### src/rtl/tlbw_pkg.sv
package tlbw_pkg;
    localparam int VPN_W_DEF   = 26;
    localparam int PPN_W_DEF   = 22;
    localparam int FLAG_W_DEF  = 4;
    localparam int ADDR_W_DEF  = 32;
    localparam int WORD_W_DEF  = 32;
    localparam int PTE_BYTES_DEF = 4;

    typedef enum logic [2:0] {
        ST_IDLE   = 3'd0,
        ST_REQ    = 3'd1,
        ST_WAIT   = 3'd2,
        ST_REFILL = 3'd3,
        ST_FAULT  = 3'd4
    } walk_state_e;
endpackage

### src/rtl/tlbw_pte_addr.sv
module tlbw_pte_addr #(
    parameter int VPN_W     = tlbw_pkg::VPN_W_DEF,
    parameter int ADDR_W    = tlbw_pkg::ADDR_W_DEF,
    parameter int PTE_BYTES = tlbw_pkg::PTE_BYTES_DEF
) (
    input  logic [ADDR_W-1:0] base_i,
    input  logic [VPN_W-1:0]  vpn_i,
    output logic [ADDR_W-1:0] addr_o
);
    localparam int SHIFT = $clog2(PTE_BYTES);
    localparam int OFS_W = VPN_W + SHIFT;

    logic [OFS_W-1:0] ofs;
    assign ofs = {vpn_i, {SHIFT{1'b0}}};

    // Byte offset of the entry, fitted to the address width (wraps modulo 2^ADDR_W)
    generate
        if (ADDR_W > OFS_W) begin : g_extend
            assign addr_o = base_i + {{(ADDR_W-OFS_W){1'b0}}, ofs};
        end else if (ADDR_W == OFS_W) begin : g_exact
            assign addr_o = base_i + ofs;
        end else begin : g_trunc
            assign addr_o = base_i + ofs[ADDR_W-1:0];
        end
    endgenerate
endmodule

### src/rtl/tlbw_pte_unpack.sv
module tlbw_pte_unpack #(
    parameter int PPN_W  = tlbw_pkg::PPN_W_DEF,
    parameter int FLAG_W = tlbw_pkg::FLAG_W_DEF
) (
    input  logic [FLAG_W+PPN_W-1:0] pte_i,
    output logic                    present_o,
    output logic [FLAG_W-1:0]       flags_o,
    output logic [PPN_W-1:0]        ppn_o
);
    // Status bits sit directly above the frame number; the top status bit marks residency
    assign flags_o   = pte_i[FLAG_W+PPN_W-1:PPN_W];
    assign ppn_o     = pte_i[PPN_W-1:0];
    assign present_o = flags_o[FLAG_W-1];
endmodule

### src/rtl/tlb_walker.sv
module tlb_walker
    import tlbw_pkg::*;
#(
    parameter int VPN_W     = VPN_W_DEF,
    parameter int PPN_W     = PPN_W_DEF,
    parameter int FLAG_W    = FLAG_W_DEF,
    parameter int ADDR_W    = ADDR_W_DEF,
    parameter int WORD_W    = WORD_W_DEF,
    parameter int PTE_BYTES = PTE_BYTES_DEF
) (
    input  logic              clk,
    input  logic              rst_n,
    input  logic              miss_valid_i,
    input  logic [VPN_W-1:0]  miss_vpn_i,
    input  logic              miss_write_i,
    input  logic [ADDR_W-1:0] ptbase_i,
    output logic              stall_o,
    output logic              mem_req_valid_o,
    output logic [ADDR_W-1:0] mem_req_addr_o,
    input  logic              mem_req_ready_i,
    input  logic              mem_rsp_valid_i,
    input  logic [WORD_W-1:0] mem_rsp_data_i,
    output logic              refill_valid_o,
    output logic [VPN_W-1:0]  refill_vpn_o,
    output logic [PPN_W-1:0]  refill_ppn_o,
    output logic [FLAG_W-1:0] refill_flags_o,
    output logic              done_o,
    output logic              fault_valid_o,
    output logic [VPN_W-1:0]  fault_vpn_o,
    output logic              fault_write_o,
    input  logic              fault_ack_i
);
    localparam int PTE_W = FLAG_W + PPN_W;

    typedef struct packed {
        walk_state_e       st;
        logic [VPN_W-1:0]  vpn;
        logic              wr;
        logic [ADDR_W-1:0] addr;
        logic [PTE_W-1:0]  pte;
        logic              done;
    } walk_regs_t;

    walk_regs_t r_d, r_q;

    logic [ADDR_W-1:0] pte_addr;
    logic              rsp_present;
    logic [FLAG_W-1:0] rsp_flags;
    logic [PPN_W-1:0]  rsp_ppn;
    logic [FLAG_W-1:0] held_flags;
    logic [PPN_W-1:0]  held_ppn;
    logic              held_present;

    tlbw_pte_addr #(
        .VPN_W    (VPN_W),
        .ADDR_W   (ADDR_W),
        .PTE_BYTES(PTE_BYTES)
    ) addr_i (
        .base_i(ptbase_i),
        .vpn_i (miss_vpn_i),
        .addr_o(pte_addr)
    );

    tlbw_pte_unpack #(
        .PPN_W (PPN_W),
        .FLAG_W(FLAG_W)
    ) rsp_unpack_i (
        .pte_i    (mem_rsp_data_i[PTE_W-1:0]),
        .present_o(rsp_present),
        .flags_o  (rsp_flags),
        .ppn_o    (rsp_ppn)
    );

    tlbw_pte_unpack #(
        .PPN_W (PPN_W),
        .FLAG_W(FLAG_W)
    ) held_unpack_i (
        .pte_i    (r_q.pte),
        .present_o(held_present),
        .flags_o  (held_flags),
        .ppn_o    (held_ppn)
    );

    always_comb begin
        r_d      = r_q;
        r_d.done = 1'b0;
        unique case (r_q.st)
            ST_IDLE: begin
                if (miss_valid_i) begin
                    r_d.st   = ST_REQ;
                    r_d.vpn  = miss_vpn_i;
                    r_d.wr   = miss_write_i;
                    r_d.addr = pte_addr;
                end
            end
            ST_REQ: begin
                if (mem_req_ready_i) begin
                    r_d.st = ST_WAIT;
                end
            end
            ST_WAIT: begin
                if (mem_rsp_valid_i) begin
                    r_d.pte = {rsp_flags, rsp_ppn};
                    r_d.st  = rsp_present ? ST_REFILL : ST_FAULT;
                end
            end
            ST_REFILL: begin
                r_d.st   = ST_IDLE;
                r_d.done = 1'b1;
            end
            ST_FAULT: begin
                if (fault_ack_i) begin
                    r_d.st = ST_IDLE;
                end
            end
            default: begin
                r_d.st = ST_IDLE;
            end
        endcase
    end

    always_ff @(posedge clk or negedge rst_n) begin
        if (!rst_n) begin
            r_q <= '{st: ST_IDLE, vpn: '0, wr: 1'b0, addr: '0, pte: '0, done: 1'b0};
        end else begin
            r_q <= r_d;
        end
    end

    assign stall_o         = (r_q.st != ST_IDLE);
    assign mem_req_valid_o = (r_q.st == ST_REQ);
    assign mem_req_addr_o  = r_q.addr;
    assign refill_valid_o  = (r_q.st == ST_REFILL);
    assign refill_vpn_o    = r_q.vpn;
    assign refill_ppn_o    = held_ppn;
    assign refill_flags_o  = held_flags;
    assign done_o          = r_q.done;
    assign fault_valid_o   = (r_q.st == ST_FAULT);
    assign fault_vpn_o     = r_q.vpn;
    assign fault_write_o   = r_q.wr;

    AST_ONE_ACTION: assert property (@(posedge clk) disable iff (!rst_n)
        $onehot0({mem_req_valid_o, refill_valid_o, fault_valid_o}));
    AST_REQ_HELD: assert property (@(posedge clk) disable iff (!rst_n)
        (mem_req_valid_o && !mem_req_ready_i) |=> (mem_req_valid_o && $stable(mem_req_addr_o)));
    AST_REFILL_PULSE: assert property (@(posedge clk) disable iff (!rst_n)
        refill_valid_o |=> (!refill_valid_o && done_o && !stall_o));
    AST_REFILL_PRESENT: assert property (@(posedge clk) disable iff (!rst_n)
        refill_valid_o |-> held_present);
    AST_FAULT_HELD: assert property (@(posedge clk) disable iff (!rst_n)
        (fault_valid_o && !fault_ack_i) |=> (fault_valid_o && $stable(fault_vpn_o) && $stable(fault_write_o)));
    AST_FAULT_NO_DONE: assert property (@(posedge clk) disable iff (!rst_n)
        fault_valid_o |=> !done_o);
    AST_BUSY_STALLS: assert property (@(posedge clk) disable iff (!rst_n)
        (mem_req_valid_o || refill_valid_o || fault_valid_o) |-> stall_o);
    AST_DONE_ALONE: assert property (@(posedge clk) disable iff (!rst_n)
        done_o |-> (!stall_o && $past(refill_valid_o)));
endmodule

### config.mk
export PLATFORM = sky130hd
export DESIGN_NAME = tlb_walker
export DESIGN_NICKNAME = d
export VERILOG_FILES = /design/src/rtl/tlbw_pkg.sv /design/src/rtl/tlbw_pte_addr.sv /design/src/rtl/tlbw_pte_unpack.sv /design/src/rtl/tlb_walker.sv
export SDC_FILE = /design/constraint.sdc
export NUM_CORES = 1
export LEC_CHECK = 0
export BUFFER_PORTS_ARGS = -buffer_cell sky130_fd_sc_hd__buf_2
export CAP_MARGIN = 10
export CELL_PAD_IN_SITES_DETAIL_PLACEMENT = 1
export CELL_PAD_IN_SITES_GLOBAL_PLACEMENT = 1
export CORE_MARGIN = 2
export CORE_UTILIZATION = 25
export CTS_BUF_LIST = sky130_fd_sc_hd__clkbuf_2 sky130_fd_sc_hd__clkbuf_4 sky130_fd_sc_hd__clkbuf_8
export CTS_CLUSTER_SIZE = 12
export DETAILED_ROUTE_END_ITERATION = 10
export GPL_TIMING_DRIVEN = 1
export HOLD_SLACK_MARGIN = 0.03
export PLACE_DENSITY_LB_ADDON = 0.1
export SYNTH_ARGS = -nofsm -noshare
export SYNTH_HDL_FRONTEND = slang
export SYNTH_SLANG_ARGS = --single-unit
### constraint.sdc
create_clock -name clk -period 3.2 [get_ports clk]
set_input_delay 0.96 -clock clk [delete_from_list [all_inputs] [get_ports clk]]
set_output_delay 0.96 -clock clk [all_outputs]
set_load 0.01 [all_outputs]
-- Word-level counts from Yosys, hierarchy flattened
Cells that the tools add are included.
- reduce and logical (&&, ||, !) cells: 5
- bitwise logic cells: 0
- shift operators: 0
- multiply operators: 0
- div/mod/pow operators: 0
- mux-type cells: 7
- order comparisons: 0
- equal/unequal tests: 8
- add/subtract/negate cells: 1
- operators with widths (cell ; number):
    $mux 62 ; 1
    $add 32x28->32 ; 1
    $mux 3 ; 4
    $pmux 3 s4 ; 1
    $eq 3x2->1 const B ; 2
    $ne 2x1->1 const B ; 2
    $ne 2x2->1 const B ; 2
    $reduce_and 2->1 ; 2
    $reduce_and 4->1 ; 1
    $eq 3x1->1 const B ; 1
    $eq 3x3->1 const B ; 1
    $logic_not 3->1 ; 1
    $reduce_bool 3->1 ; 1
    $mux 1 ; 1
- register bits: 89
- output and inout bits: 116
- latch bits: 0
- logic and storage cells: 27
- input port bits: 97
- memory bits (writable): 0
- bits in read-only memories: 0
- memories: 0

-- Logic depth before layout (Yosys ltp)
- word-level depth: 3
- gate-level depth with buffers: 10
- depth with buffers taken out: 10

-- Cells and area by module
From an unflattened synthesis, not the netlist that was laid out.
- cell total of the unflattened synthesis: 565
- area total of the unflattened synthesis: 6165.9 sq um
- by module, submodules not included (module ; area each (sq um) ; instances ; cells each ; sequential area each (sq um)):
    tlb_walker ; 4092.7 ; 1 ; 289 ; 2227.1
    tlbw_pte_addr ; 1667.8 ; 1 ; 222 ; 0.0
    tlbw_pte_unpack ; 202.7 ; 2 ; 27 ; 0.0

-- Worst setup path after synthesis
OpenSTA, ideal clock, no wires.
- path type: input to register
- from: input miss_vpn_i[0]
- to: register r_q (netlist bit mem_req_addr_o[30])
- slack: 293 ps
- arrival: 2825 ps
- stages on the path: 10
- path buffers: 0
- library setup time: 82 ps
- data required time: 3118 ps
- cell sequence: ha_1 inv_1 fa_1 nor2b_1 o31a_1 a311oi_2 o21ai_4 a31oi_2 or3_1 a31oi_1
- longest elaborated chain between the ends: 1
- ends and longest elaborated chain (element ; RTL line ; source):
    start, declared ; tlb_walker.sv:14 ; input logic [VPN_W-1:0] miss_vpn_i,
    $add 32x28->32 ; tlbw_pte_addr.sv:19 ; assign addr_o = base_i + {{(ADDR_W-OFS_W){1'b0}}, ofs};
    end signal, assigned ; tlb_walker.sv:124 ; r_q <= '{st: ST_IDLE, vpn: '0, wr: 1'b0, addr: '0, pte: '0, done: 1'b0};
    end signal, assigned ; tlb_walker.sv:126 ; r_q <= r_d;
    end, declared ; tlb_walker.sv:44 ; walk_regs_t r_d, r_q;
Every way passes these cells.
A chain may end at the register's enable or synchronous reset.

-- Worst setup path after layout
Ends and elaborated chain as after synthesis.

==> key figures <==
Synth
  – Ys Warns: 0
  – Mapped Area: 5680 um2
  – Seq/Total Area, Yosys: 0.392
  – Post-synth EDFFs: 0
  – Cells after Synth: 620
  – Distinct cells, synth: 60
  – Synthesized flop and latch total: 89
  – Top_reg_cell synth: dfrtp_1
  – Ys async rst share: 1.00
  – Cell accounting for the most synthesized area: dfrtp_1
  – Top cell type's share of synthesized area: 0.392
  – Top post-synthesis cells by area: dfrtp_1 39%, buf_4 15%, nand2_1 8.8%
  – Mapped Avg Cell Area: 9.16 um2
  – Net Count, Synth: 744

GRT
  – Largest net degree at the start of global routing: 58
  – Initial antenna violation count: 1
  – Vias in the first global route: 4780
  – First-pass GRT wire length: 26000 um
  – Total Routing Usage GR: 0.139
  – Grt total ovfl: 0

Layout
  – Area of the multi-input gates: 2500 um2
  – Area grow syn2layout: 15.4%
  – Fillcell total: 2686
  – Commonest non-fill, non-tap cell in the layout: buf_2
  – Fin area: 6550 um2
  – Layout cells sized above 1: 0.393
  – Non-Filler Instances: 1021
  – Most frequent cells in the layout: 205 x buf_2, 132 x nand2_1, 89 x dfrtp_1
  – Fin nets: 854
  – Reg area: 2230 um2
  – Final Util: 0.292

CTS
  – H-tree depth: 3
  – CTS Buf Count: 9
  – CTS root buffer: clkbuf_8
  – Clk sink count: 89
  – Worst-skew pair later-pin latency: 390 ps
  – CTS tree: done
  – Post-CTS sizing: 0
  – Setup bufs post-CTS: 0
  – Clock Pin Slew Worst Setup and Hold Paths: 100 ps
  – Worst-case clock buffer depth: 2
  – Cts hold-fix bufs: 0

Die
  – Core Box Area: 22400 um2
  – Row count: 55
  – Die Area: 23900 um2
  – Die H: 155 um
  – IO Count: 213
  – Die width: 155 um
  – Initial Util: 0.253

STA
  – Max-slew headroom: 0.458
  – Total negative slack: 0 ps
  – RSZ-0062 raised after global routing: no
  – Skew final: 17.3 ps
  – Hold WS: 489 ps
  – Final period util: 0.907
  – Slew Limit Fails: 0
  – Final WS setup: 296 ps
  – Setup violators final: 0
  – Fmax: 0.344 GHz
  – Slew @ Worst Pin: 812 ps
  – Hold Vio Cnt, Final: 0
  – Min Tclk post-route: 2900 ps

Worst setup path
  – Critical Path Slowest Stage Cell: fa_1
  – Crit-path max cell delay: 400 ps
  – Crit. path cell count: 11
  – CP cell instances: buf_2 > ha_1 > inv_1 > fa_1 > nor2b_1 > o31a_1 > a311oi_2 > o21ai_4 > a31oi_2 > or3_1 > a31oi_1
  – Maximum fanout along the worst path: 4
  – Worst Path Required: 3510 ps
  – Worst-case reg-to-reg path depth: 5
  – Critical path data arrival time: 3210 ps
  – Crit end category: flop
  – Startpoint types: input pin
  – Count of buffer and inverter cells on the critical path: 2
  – WS Path Type: in2reg
  – Critical path's top delay family: compound AO/OA/AOI/OAI gates

Pwr
  – Leakage: 3.35 nW
  – PwrDens: 803 nW/um2
  – Power Total: 5.26 mW
  – Worst VDD drop: 242 uV

Outcome
  – Outcome: completed

Place
  – Placed Area: 6360 um2
  – Placed wire-length estimate: 12800 um
  – Placed cell count: 1004
  – Pre-CTS WS: -103 ps
  – PortBufs: 206
  – GP Congestion: 0.788

Job
  – Max-cap viol count: 0

Route
  – Total number of vias: 4482
  – DRT Wirelength: 16300 um
  – Via/cell ratio: 4.39
  – DRT iter0 DRCs: 97
  – Post-route ant nets: 0
  – Remaining DRCs: 0
  – First-pass DRT Iterations: 4
  – Routed len/inst: 16.0 um

Hold path
  – HP Class: reg2reg
  – Min-Delay Path Depth: 2
[cells in the mapped netlist, types with 5 or more instances]
cell,number
nand2_1,133
buf_4,110
dfrtp_1,89
o21ai_0,36
a21oi_1,27
ha_1,26
mux2_2,25
nor2_1,16
clkbuf_1,15
inv_1,14
xor2_1,14
xnor2_1,10
a31oi_1,9
and3_1,7
o211ai_1,7
nand3_1,6
a21o_1,5
o21ai_1,5
[state kept, by name, summed over array words and instances (netlist names)]
register	count
mem_req_addr_o	32
fault_vpn_o	26
done_o	1
fault_write_o	1
r_q	29
[routing by layer]
metal | global-route usage | vias up | routed length, um
met5 | 0 | - | 0
met2 | 0.227 | 120 | 7470
met3 | 0.0294 | 11 | 782
met4 | 0.0423 | 0 | 218
li1 | - | 2210 | -
met1 | 0.184 | 2141 | 7860
[cell families (layout without fill, tap and decap cells)]
| group | count (synthesis) | count (layout) | synth area share |
|---|---|---|---|
| AND/OR/NAND/NOR | 188 | 188 | 0.147 |
| flip-flops | 89 | 89 | 0.392 |
| XOR/XNOR | 24 | 24 | 0.0370 |
| multiplexers | 27 | 27 | 0.0535 |
| buffers and inverters | 144 | 259 | 0.169 |
| adder cells (fa/ha/maj) | 27 | 27 | 0.0608 |
| other | 0 | 1 | 0 |
| AO/OA/AOI/OAI | 121 | 121 | 0.140 |
[where the power goes]
group	internal (mW)	switching [mW]	leakage, nW
registers	1.67	0.320	1.09
logic	1.07	1.40	2.16
clock network	0.305	0.499	0.0986
[worst reg2reg max path, delay by kind of cell, from the launching register on]
family	cells	cell delay, ps
and+or+nand+nor	3	970
AOI/OAI and AO/OA	1	150
DFF	1	500
buffers and inverters	1	280
[worst paths after layout]
kind / start / to / slack [ps]
hold / removal: mem_req_addr_o[1] / mem_req_addr_o[1] / 490
setup reg to reg: r_q[86] / mem_req_addr_o[24] / 1240
setup / recovery: miss_vpn_i[0] / mem_req_addr_o[30] / 300
min in group asynchronous: rst_n / mem_req_addr_o[0] / 640
max in group asynchronous: rst_n / fault_vpn_o[0] / 1860
hold reg to reg: mem_req_addr_o[1] / mem_req_addr_o[1] / 490
[area by class of cell]
cell class | instances | area share
Tap cell | 285 | 0.0544
Clock buffer | 9 | 0.0189
Sequential cell | 89 | 0.340
Timing Repair Buffer | 228 | 0.187
Inverter | 15 | 0.00859
Multi-Input combinational cell | 387 | 0.381
Antenna cell | 1 | 0.000382
Clock inverter | 7 | 0.0101
Power figures use the tool's default switching activity.
